<file path="config.mk">
export PLATFORM = sky130hd
export DESIGN_NAME = tgdsm_top
export DESIGN_NICKNAME = d
export VERILOG_FILES = /design/src/rtl/tgdsm_pkg.sv /design/src/rtl/tgdsm_runctl.sv /design/src/rtl/tgdsm_loop.sv /design/src/rtl/tgdsm_top.sv
export SDC_FILE = /design/constraint.sdc
export NUM_CORES = 1
export LEC_CHECK = 0
export CORE_MARGIN = 1
export CORE_UTILIZATION = 65
export CTS_CLUSTER_DIAMETER = 60
export CTS_CLUSTER_SIZE = 16
export DETAILED_ROUTE_END_ITERATION = 8
export PLACE_DENSITY = 0.83
export SYNTH_ARGS = -nofsm -noshare
export SYNTH_HDL_FRONTEND = slang
export SYNTH_SLANG_ARGS = --single-unit
export TNS_END_PERCENT = 10
</file>
<file path="constraint.sdc">
create_clock -name clk -period 3.7 [get_ports clk]
set_input_delay 0.555 -clock clk [delete_from_list [all_inputs] [get_ports clk]]
set_output_delay 0.555 -clock clk [all_outputs]
set_load 0.05 [all_outputs]
</file>
<file path="src/rtl/tgdsm_pkg.sv">
package tgdsm_pkg;
  typedef enum logic [1:0] {
    Q_ZERO = 2'b00,
    Q_POS  = 2'b01,
    Q_NEG  = 2'b11
  } tern_e;
endpackage

</file>
<file path="src/rtl/tgdsm_runctl.sv">
module tgdsm_runctl #(
  parameter int DW  = 12,
  parameter int WIN = 256
) (
  input  logic          clk,
  input  logic          rst_n,
  input  logic          start,
  input  logic [DW-1:0] mag_in,
  output logic          run,
  output logic          stop
);
  localparam int WB = $clog2(WIN + 1);
  localparam int CW = DW + WB + 1;
  localparam logic [CW-1:0] STEP = CW'(1) << (DW - 1);

  logic          en_q, en_d;
  logic [CW-1:0] cum_q, cum_d, tgt_q, tgt_d, cum_sum;

  always_comb begin
    en_d    = en_q;
    cum_d   = cum_q;
    tgt_d   = tgt_q;
    stop    = 1'b0;
    cum_sum = cum_q + STEP;
    if (start) begin
      en_d  = (mag_in != '0);
      cum_d = '0;
      tgt_d = CW'(mag_in) * CW'(WIN);
    end else if (en_q) begin
      if (cum_sum >= tgt_q) begin
        en_d  = 1'b0;
        cum_d = '0;
        stop  = 1'b1;
      end else begin
        cum_d = cum_sum;
      end
    end
  end

  always_ff @(posedge clk or negedge rst_n) begin
    if (!rst_n) begin
      en_q  <= 1'b0;
      cum_q <= '0;
      tgt_q <= '0;
    end else begin
      en_q  <= en_d;
      cum_q <= cum_d;
      tgt_q <= tgt_d;
    end
  end

  assign run = en_q;
endmodule

</file>
<file path="src/rtl/tgdsm_loop.sv">
module tgdsm_loop
  import tgdsm_pkg::*;
#(
  parameter int DW = 12,
  parameter int NW = 4,
  parameter int IW = DW + NW + 4
) (
  input  logic                 clk,
  input  logic                 rst_n,
  input  logic                 ld,
  input  logic                 clr,
  input  logic                 run,
  input  logic signed [DW-1:0] z_in,
  input  logic [DW+NW-1:0]     g_in,
  output tern_e                y_o
);
  localparam int GW = DW + NW;
  localparam int SW = IW + 2;
  localparam logic signed [SW-1:0] HI = {{(SW-IW+1){1'b0}}, {(IW-1){1'b1}}};
  localparam logic signed [SW-1:0] LO = -HI;

  logic signed [DW-1:0] z_q, z_d;
  logic [GW-1:0]        g_q, g_d;
  logic signed [IW-1:0] x1_q, x1_d, x2_q, x2_d;
  logic signed [SW-1:0] fb, s1, s2;
  tern_e                y;

  function automatic logic signed [IW-1:0] sat(input logic signed [SW-1:0] v);
    if (v > HI)      return HI[IW-1:0];
    else if (v < LO) return LO[IW-1:0];
    else             return v[IW-1:0];
  endfunction

  always_comb begin
    if (x2_q > 0)      y = Q_POS;
    else if (x2_q < 0) y = Q_NEG;
    else               y = Q_ZERO;
  end

  always_comb begin
    case (y)
      Q_POS:   fb = $signed({{(SW-GW){1'b0}}, g_q});
      Q_NEG:   fb = -$signed({{(SW-GW){1'b0}}, g_q});
      default: fb = '0;
    endcase
    s1 = SW'(x1_q) + SW'(z_q) - fb;
    s2 = SW'(x2_q) + SW'(x1_q) - fb;
  end

  always_comb begin
    z_d  = z_q;
    g_d  = g_q;
    x1_d = x1_q;
    x2_d = x2_q;
    if (ld) begin
      z_d = z_in;
      g_d = g_in;
    end
    if (clr) begin
      x1_d = '0;
      x2_d = '0;
    end else if (run) begin
      x1_d = sat(s1);
      x2_d = sat(s2);
    end
  end

  always_ff @(posedge clk or negedge rst_n) begin
    if (!rst_n) begin
      z_q  <= '0;
      g_q  <= '0;
      x1_q <= '0;
      x2_q <= '0;
    end else begin
      z_q  <= z_d;
      g_q  <= g_d;
      x1_q <= x1_d;
      x2_q <= x2_d;
    end
  end

  assign y_o = y;
endmodule

</file>
<file path="src/rtl/tgdsm_top.sv">
module tgdsm_top
  import tgdsm_pkg::*;
#(
  parameter int DW  = 12,
  parameter int NW  = 4,
  parameter int WIN = 256
) (
  input  logic                 clk,
  input  logic                 rst_n,
  input  logic                 win_start,
  input  logic signed [DW-1:0] z_in,
  input  logic [NW-1:0]        n_gain,
  output logic [1:0]           pulse_out,
  output logic                 pulse_vld
);
  localparam int GW = DW + NW;
  localparam int IW = DW + NW + 4;

  logic [1:0]           rs_q;
  logic                 rst_i;
  logic signed [DW:0]   zx;
  logic [DW-1:0]        mag;
  logic [GW-1:0]        gain;
  logic                 run, stop, clr;
  tern_e                y;

  always_ff @(posedge clk or negedge rst_n) begin
    if (!rst_n) rs_q <= 2'b00;
    else        rs_q <= {rs_q[0], 1'b1};
  end
  assign rst_i = rs_q[1];

  assign zx   = {z_in[DW-1], z_in};
  assign mag  = z_in[DW-1] ? DW'(-zx) : DW'(zx);
  assign gain = GW'(mag) * GW'(n_gain);
  assign clr  = win_start | stop;

  tgdsm_runctl #(.DW(DW), .WIN(WIN)) u_ctl (
    .clk    (clk),
    .rst_n  (rst_i),
    .start  (win_start),
    .mag_in (mag),
    .run    (run),
    .stop   (stop)
  );

  tgdsm_loop #(.DW(DW), .NW(NW), .IW(IW)) u_loop (
    .clk   (clk),
    .rst_n (rst_i),
    .ld    (win_start),
    .clr   (clr),
    .run   (run),
    .z_in  (z_in),
    .g_in  (gain),
    .y_o   (y)
  );

  assign pulse_vld = run;
  assign pulse_out = run ? y : Q_ZERO;
endmodule

</file>
==> results of run 1 <==
## through the flow
step	utilization [%]	setup TNS [ns]	instance area (um^2)
after detailed placement	87.5	-82.53	12900
after CTS	92.0	-62.95	13500
after floorplan	-	-45.72	9940
after global placement	87.5	-69.31	12900
## cell families after synthesis
family	count (synthesis)	synth area share, %
AOI/OAI and AO/OA	320	22.7
xor gates and xnor gates	107	9.45
adders and majority gates	139	19.4
buffers and inverters	99	3.94
DFF	93	23.5
muxes	27	3.04
other	1	0.0378
and+or+nand+nor	357	18.0
## timing repair
action,CTS
buffers inserted,9
gates resized for setup,66
setup endpoints to repair,51
gates cloned,0
pin swaps,31
## metal layers
metal / global-route usage [%] / GRT overflow
met5: 5.57 / 0
met4: 71.7 / 2
met3: 45.6 / 0
met2: 90.1 / 0
met1: 66.1 / 0
==> out/qor.yml, run 1 <==
global_routing:
  grt_pass1_vias: 14100
  grt_max_degree: 70
  gr-total-overflow: 2
  grt_usage_pct: 67.4
  grt_pass1_wl_um: 79200
synthesis:
  ys_top_cells_by_count: "nand2_1 (131), ha_1 (115), dfrtp_1 (93), xnor2_1 (72), a21oi_1 (67)"
  ys_warn_count: 0
  async_reset_ff_share_pct: 100
  yosysSeqAreaShare_pct: 23.5
  yosysMostFrequentCell: "nand2_1"
  syn-cell-area_um2: 9920
  synth_area_per_cell_um2: 8.68
  synth_cells: 1143
  synth_edf_count: 0
  synth_ff_type: "dfrtp_1"
  synth_top_area_share_pct: 23.5
  syn_nets: 1301
  ys_ff_latch: 93
  synth_cell_types: 77
  ys_top_cells_by_area: "dfrtp_1 (23%), ha_1 (15%), xnor2_1 (6.4%), nand2_1 (5.0%), fa_1 (4.8%)"
  synth_top_area_cell: "dfrtp_1"
floorplanning:
  io_pins: 22
  die_y_um: 126
  die_width_um: 126
  start_util_pct: 67.5
  core.rowCount: 44
clocking:
  ctsHoldBuffers: 0
  clkSinkCount: 93
  numCtsBuffers: 9
  clk_path_buf_depth: 2
  h-tree-depth: 3
  cts_root_buf: "clkbuf_16"
run_status:
  first-error: "[ERROR GRT-0116] Global routing finished with congestion. Check the congestion regions in the DRC Viewer."
  status: "stopped before the end"
  lastStage: "5_1_grt"
place:
  dp_slack_ns: -1.92
  place.gp.congestion: 0.979
  place_hpwl_um: 26100
  dp_cells: 1659
  io_buffers: 21
==> inputs of run 2 (changes only) <==
- CORE_UTILIZATION: 65 -> 40
- CTS_CLUSTER_DIAMETER: 60 -> not set
- CTS_CLUSTER_SIZE: 16 -> not set
- PLACE_DENSITY: 0.83 -> not set
- PLACE_DENSITY_LB_ADDON: not set -> 0.15
==> out/qor.yml, run 2 <==
flow_run:
  maxCapViolations: 0
routing:
  drc: 0
  first_pass_iters: 5
  avgViaCountPerCell: 5.25
  ant_nets: 0
  vias: 9739
  drt_iter0_markers: 401
  wl_um: 30300
  wire_per_inst_um: 16.3
setup_path:
  max_stage_delay_ns: 0.43
  r2r-end: "u_loop.x2_q[13]$_DFFE_PN0P_"
  worst_setup_path_start_kind: "flip-flop"
  r2r_cells: 22
  end_kind: "flip-flop"
  reg2reg_from: "u_loop.x1_q[0]$_DFFE_PN0P_"
  crit_fanout: 9
  crit_chain: "ha_2, fa_2, a211oi_4, o21ai_2, a211oi_2, nor3_2, o21a_1, o21a_1, or4_4, a31o_4, a21oi_4, xnor2_2, ha_4, buf_6, mux2_4, a311oi_2, o311ai_2, inv_1, a31oi_1, o21ba_4, buf_12, a221o_1"
  critPathTopFamily: "compound AO/OA/AOI/OAI gates"
  critPathKind: "reg -> reg"
  required_ns: 3.94
  critical_path.slowest_cell: "or4_4"
  reg2reg_slack_ns: -1.51
  crit_arrival_ns: 5.45
  cpMostUsedCell: "o21a_1"
  crit_buf_inv: 3
clocking:
  ctsHoldBuffers: 0  # unchanged
  cts.clk_slew.worst_paths_ns: 0.07
  h-tree-depth: 3  # unchanged
  numCtsBuffers: 9  # unchanged
  clkSinkCount: 93  # unchanged
  cts_root_buf: "clkbuf_16"
  clk_path_buf_depth: 2  # unchanged
  tritoncts: "built"
  clock_latency_ns: 0.36
timing:
  tns_ns: -57.28
  hold_viol_final: 0
  max_freq_mhz: 192
  worst_slack_ns: -1.51
  setup_viol: 48
  rsz0062_at_grt: "yes"
  skew_ns: 0.00973
  worst_pin_slew_ns: 0.973
  finalCritPeriodShare_pct: 141
  slew_viol_final: 0
  slew_headroom_pct: 35.2
  layout_min_cycle_time_ns: 5.21
floorplanning:
  io_pins: 22  # unchanged
  core.rowCount: 57  # +30%
  start_util_pct: 40.8  # -27 points
  core-area_um2: 24300
  die_y_um: 159  # +27%
  die_width_um: 159  # +27%
  dieArea_um2: 25400
run_status:
  status: "finished, violations left"
  violations: "negative setup slack"
finish:
  area_growth_pct: 42.9
  final_core_util_pct: 58.3
  layout_commonest_cell: "buf_4"
  layout_common_cells: "buf_4 (378), nand2_1 (131), ha_1 (108)"
  antenna_cells: 0
  drive_above_1_share_pct: 34.5
  fin_area_um2: 14200
  nets: 1685
  reg_top3: "u_loop.x1_q (20), u_loop.x2_q (20), u_loop.g_q (16)"
synthesis:
  synth_cell_types: 77  # unchanged
  ys_top_cells_by_count: "nand2_1 (131), ha_1 (115), dfrtp_1 (93), xnor2_1 (72), a21oi_1 (67)"
  async_reset_ff_share_pct: 100  # unchanged
  ys_ff_latch: 93  # unchanged
  yosysMostFrequentCell: "nand2_1"
  yosysSeqAreaShare_pct: 23.5  # unchanged
  synth_top_area_share_pct: 23.5  # unchanged
  synth_top_area_cell: "dfrtp_1"
  synth_area_per_cell_um2: 8.68  # unchanged
  synth_cells: 1143  # unchanged
  ys_warn_count: 0  # unchanged
  synth_edf_count: 0  # unchanged
  ys_top_cells_by_area: "dfrtp_1 (23%), ha_1 (15%), xnor2_1 (6.4%), nand2_1 (5.0%), fa_1 (4.8%)"
  syn_nets: 1301  # unchanged
  synth_ff_type: "dfrtp_1"
  syn-cell-area_um2: 9920  # unchanged
place:
  io_buffers: 21  # unchanged
  place.gp.congestion: 0.892  # -9.0%
  dpl-instance-area_um2: 13300  # +3.2%
  place_hpwl_um: 24500  # -6.1%
global_routing:
  grt_pass1_wl_um: 48900
  grt_antenna_before_repair: 0
  grt_usage_pct: 24.2
  grt_use_met3_pct: 2.50
  busiest_layer: "met2"
  use_met2_pct: 42.7
  grt_max_degree: 73
  grt_pass1_vias: 9939
  gr-usage-met1_pct: 30.8
  gr-total-overflow: 0
hold_path:
  holdCritPathClass: "in -> async"
run 2: cell counts after synthesis:
Identical to the previous run, type by type.
run 2: how the worst max path moves through the flow:
stage / start / endpoint / slack [ns] / depth (start not counted)
CTS: u_loop.x2_q[0]$_DFFE_PN0P_ / u_loop.x2_q[13]$_DFFE_PN0P_ / -1.56 / 22
finish: u_loop.x1_q[0]$_DFFE_PN0P_ / u_loop.x2_q[13]$_DFFE_PN0P_ / -1.51 / 22
floorplan: u_loop.x2_q[0]$_DFFE_PN0P_ / u_loop.x2_q[11]$_DFFE_PN0P_ / -1.26 / 23
global route: u_loop.x1_q[0]$_DFFE_PN0P_ / u_loop.x2_q[13]$_DFFE_PN0P_ / -1.74 / 22
detailed placement: u_loop.x2_q[0]$_DFFE_PN0P_ / u_loop.x2_q[13]$_DFFE_PN0P_ / -1.90 / 22
global placement: u_loop.x2_q[0]$_DFFE_PN0P_ / u_loop.x2_q[5]$_DFFE_PN0P_ / -1.84 / 22
run 2: cell families after synthesis:
group / count (synthesis) / synth area share, %
AO/OA/AOI/OAI: 320 / 22.7
XOR/XNOR: 107 / 9.45
adder cells (fa/ha/maj): 139 / 19.4
buffers and inverters: 99 / 3.94
flip-flops: 93 / 23.5
multiplexers: 27 / 3.04
other: 1 / 0.0378
AND/OR/NAND/NOR: 357 / 18.0
run 2: area by class of cell:
cell class | count | area, um^2
repair buffers | 407 | 3170
flip-flops and latches | 93 | 2330
well taps | 324 | 405
clock inverters | 4 | 55.1
fillers | 2201 | 10100
multi-input cells | 951 | 7710
inverters | 65 | 246
clock buffers | 12 | 256
run 2: timing repair:
item,4_1_cts,5_1_grt
pin swaps,30,36
setup buffers,4,3
cloned,0,2
setup endpoints to repair,52,51
resized for setup,58,48
run 2: worst reg2reg max path, cell delays in order, from the launching register on:
cell and delay [ns]:
dfrtp_1 0.39, ha_2 0.21, fa_2 0.39, a211oi_4 0.25
o21ai_2 0.10, a211oi_2 0.29, nor3_2 0.10, o21a_1 0.21
o21a_1 0.20, or4_4 0.43, a31o_4 0.24, a21oi_4 0.13
xnor2_2 0.15, ha_4 0.26, buf_6 0.12, mux2_4 0.28
a311oi_2 0.23, o311ai_2 0.18, inv_1 0.10, a31oi_1 0.09
o21ba_4 0.27, buf_12 0.14, a221o_1 0.32
run 2: metrics by stage:
stage	worst slack, ns	hold WS, ns	cells
after global placement	-1.84	0.341	1831
final	-1.51	0.346	1856
after detailed placement	-1.90	0.338	1831
after global routing	-1.74	0.346	1856
after CTS	-1.56	0.338	1851
after floorplan	-1.26	0.259	1143
run 2: metal layers:
| metal | part of all wire, % | routed length [um] |
|---|---|---|
| met5 | 0 | 0 |
| met4 | 2.7 | 804 |
| met3 | 2.3 | 699 |
| met2 | 49 | 15000 |
| met1 | 46 | 13800 |
Power of run 2 is not shown: default switching activity piles up to over one toggle a cycle in this logic, so the estimate is an artifact.
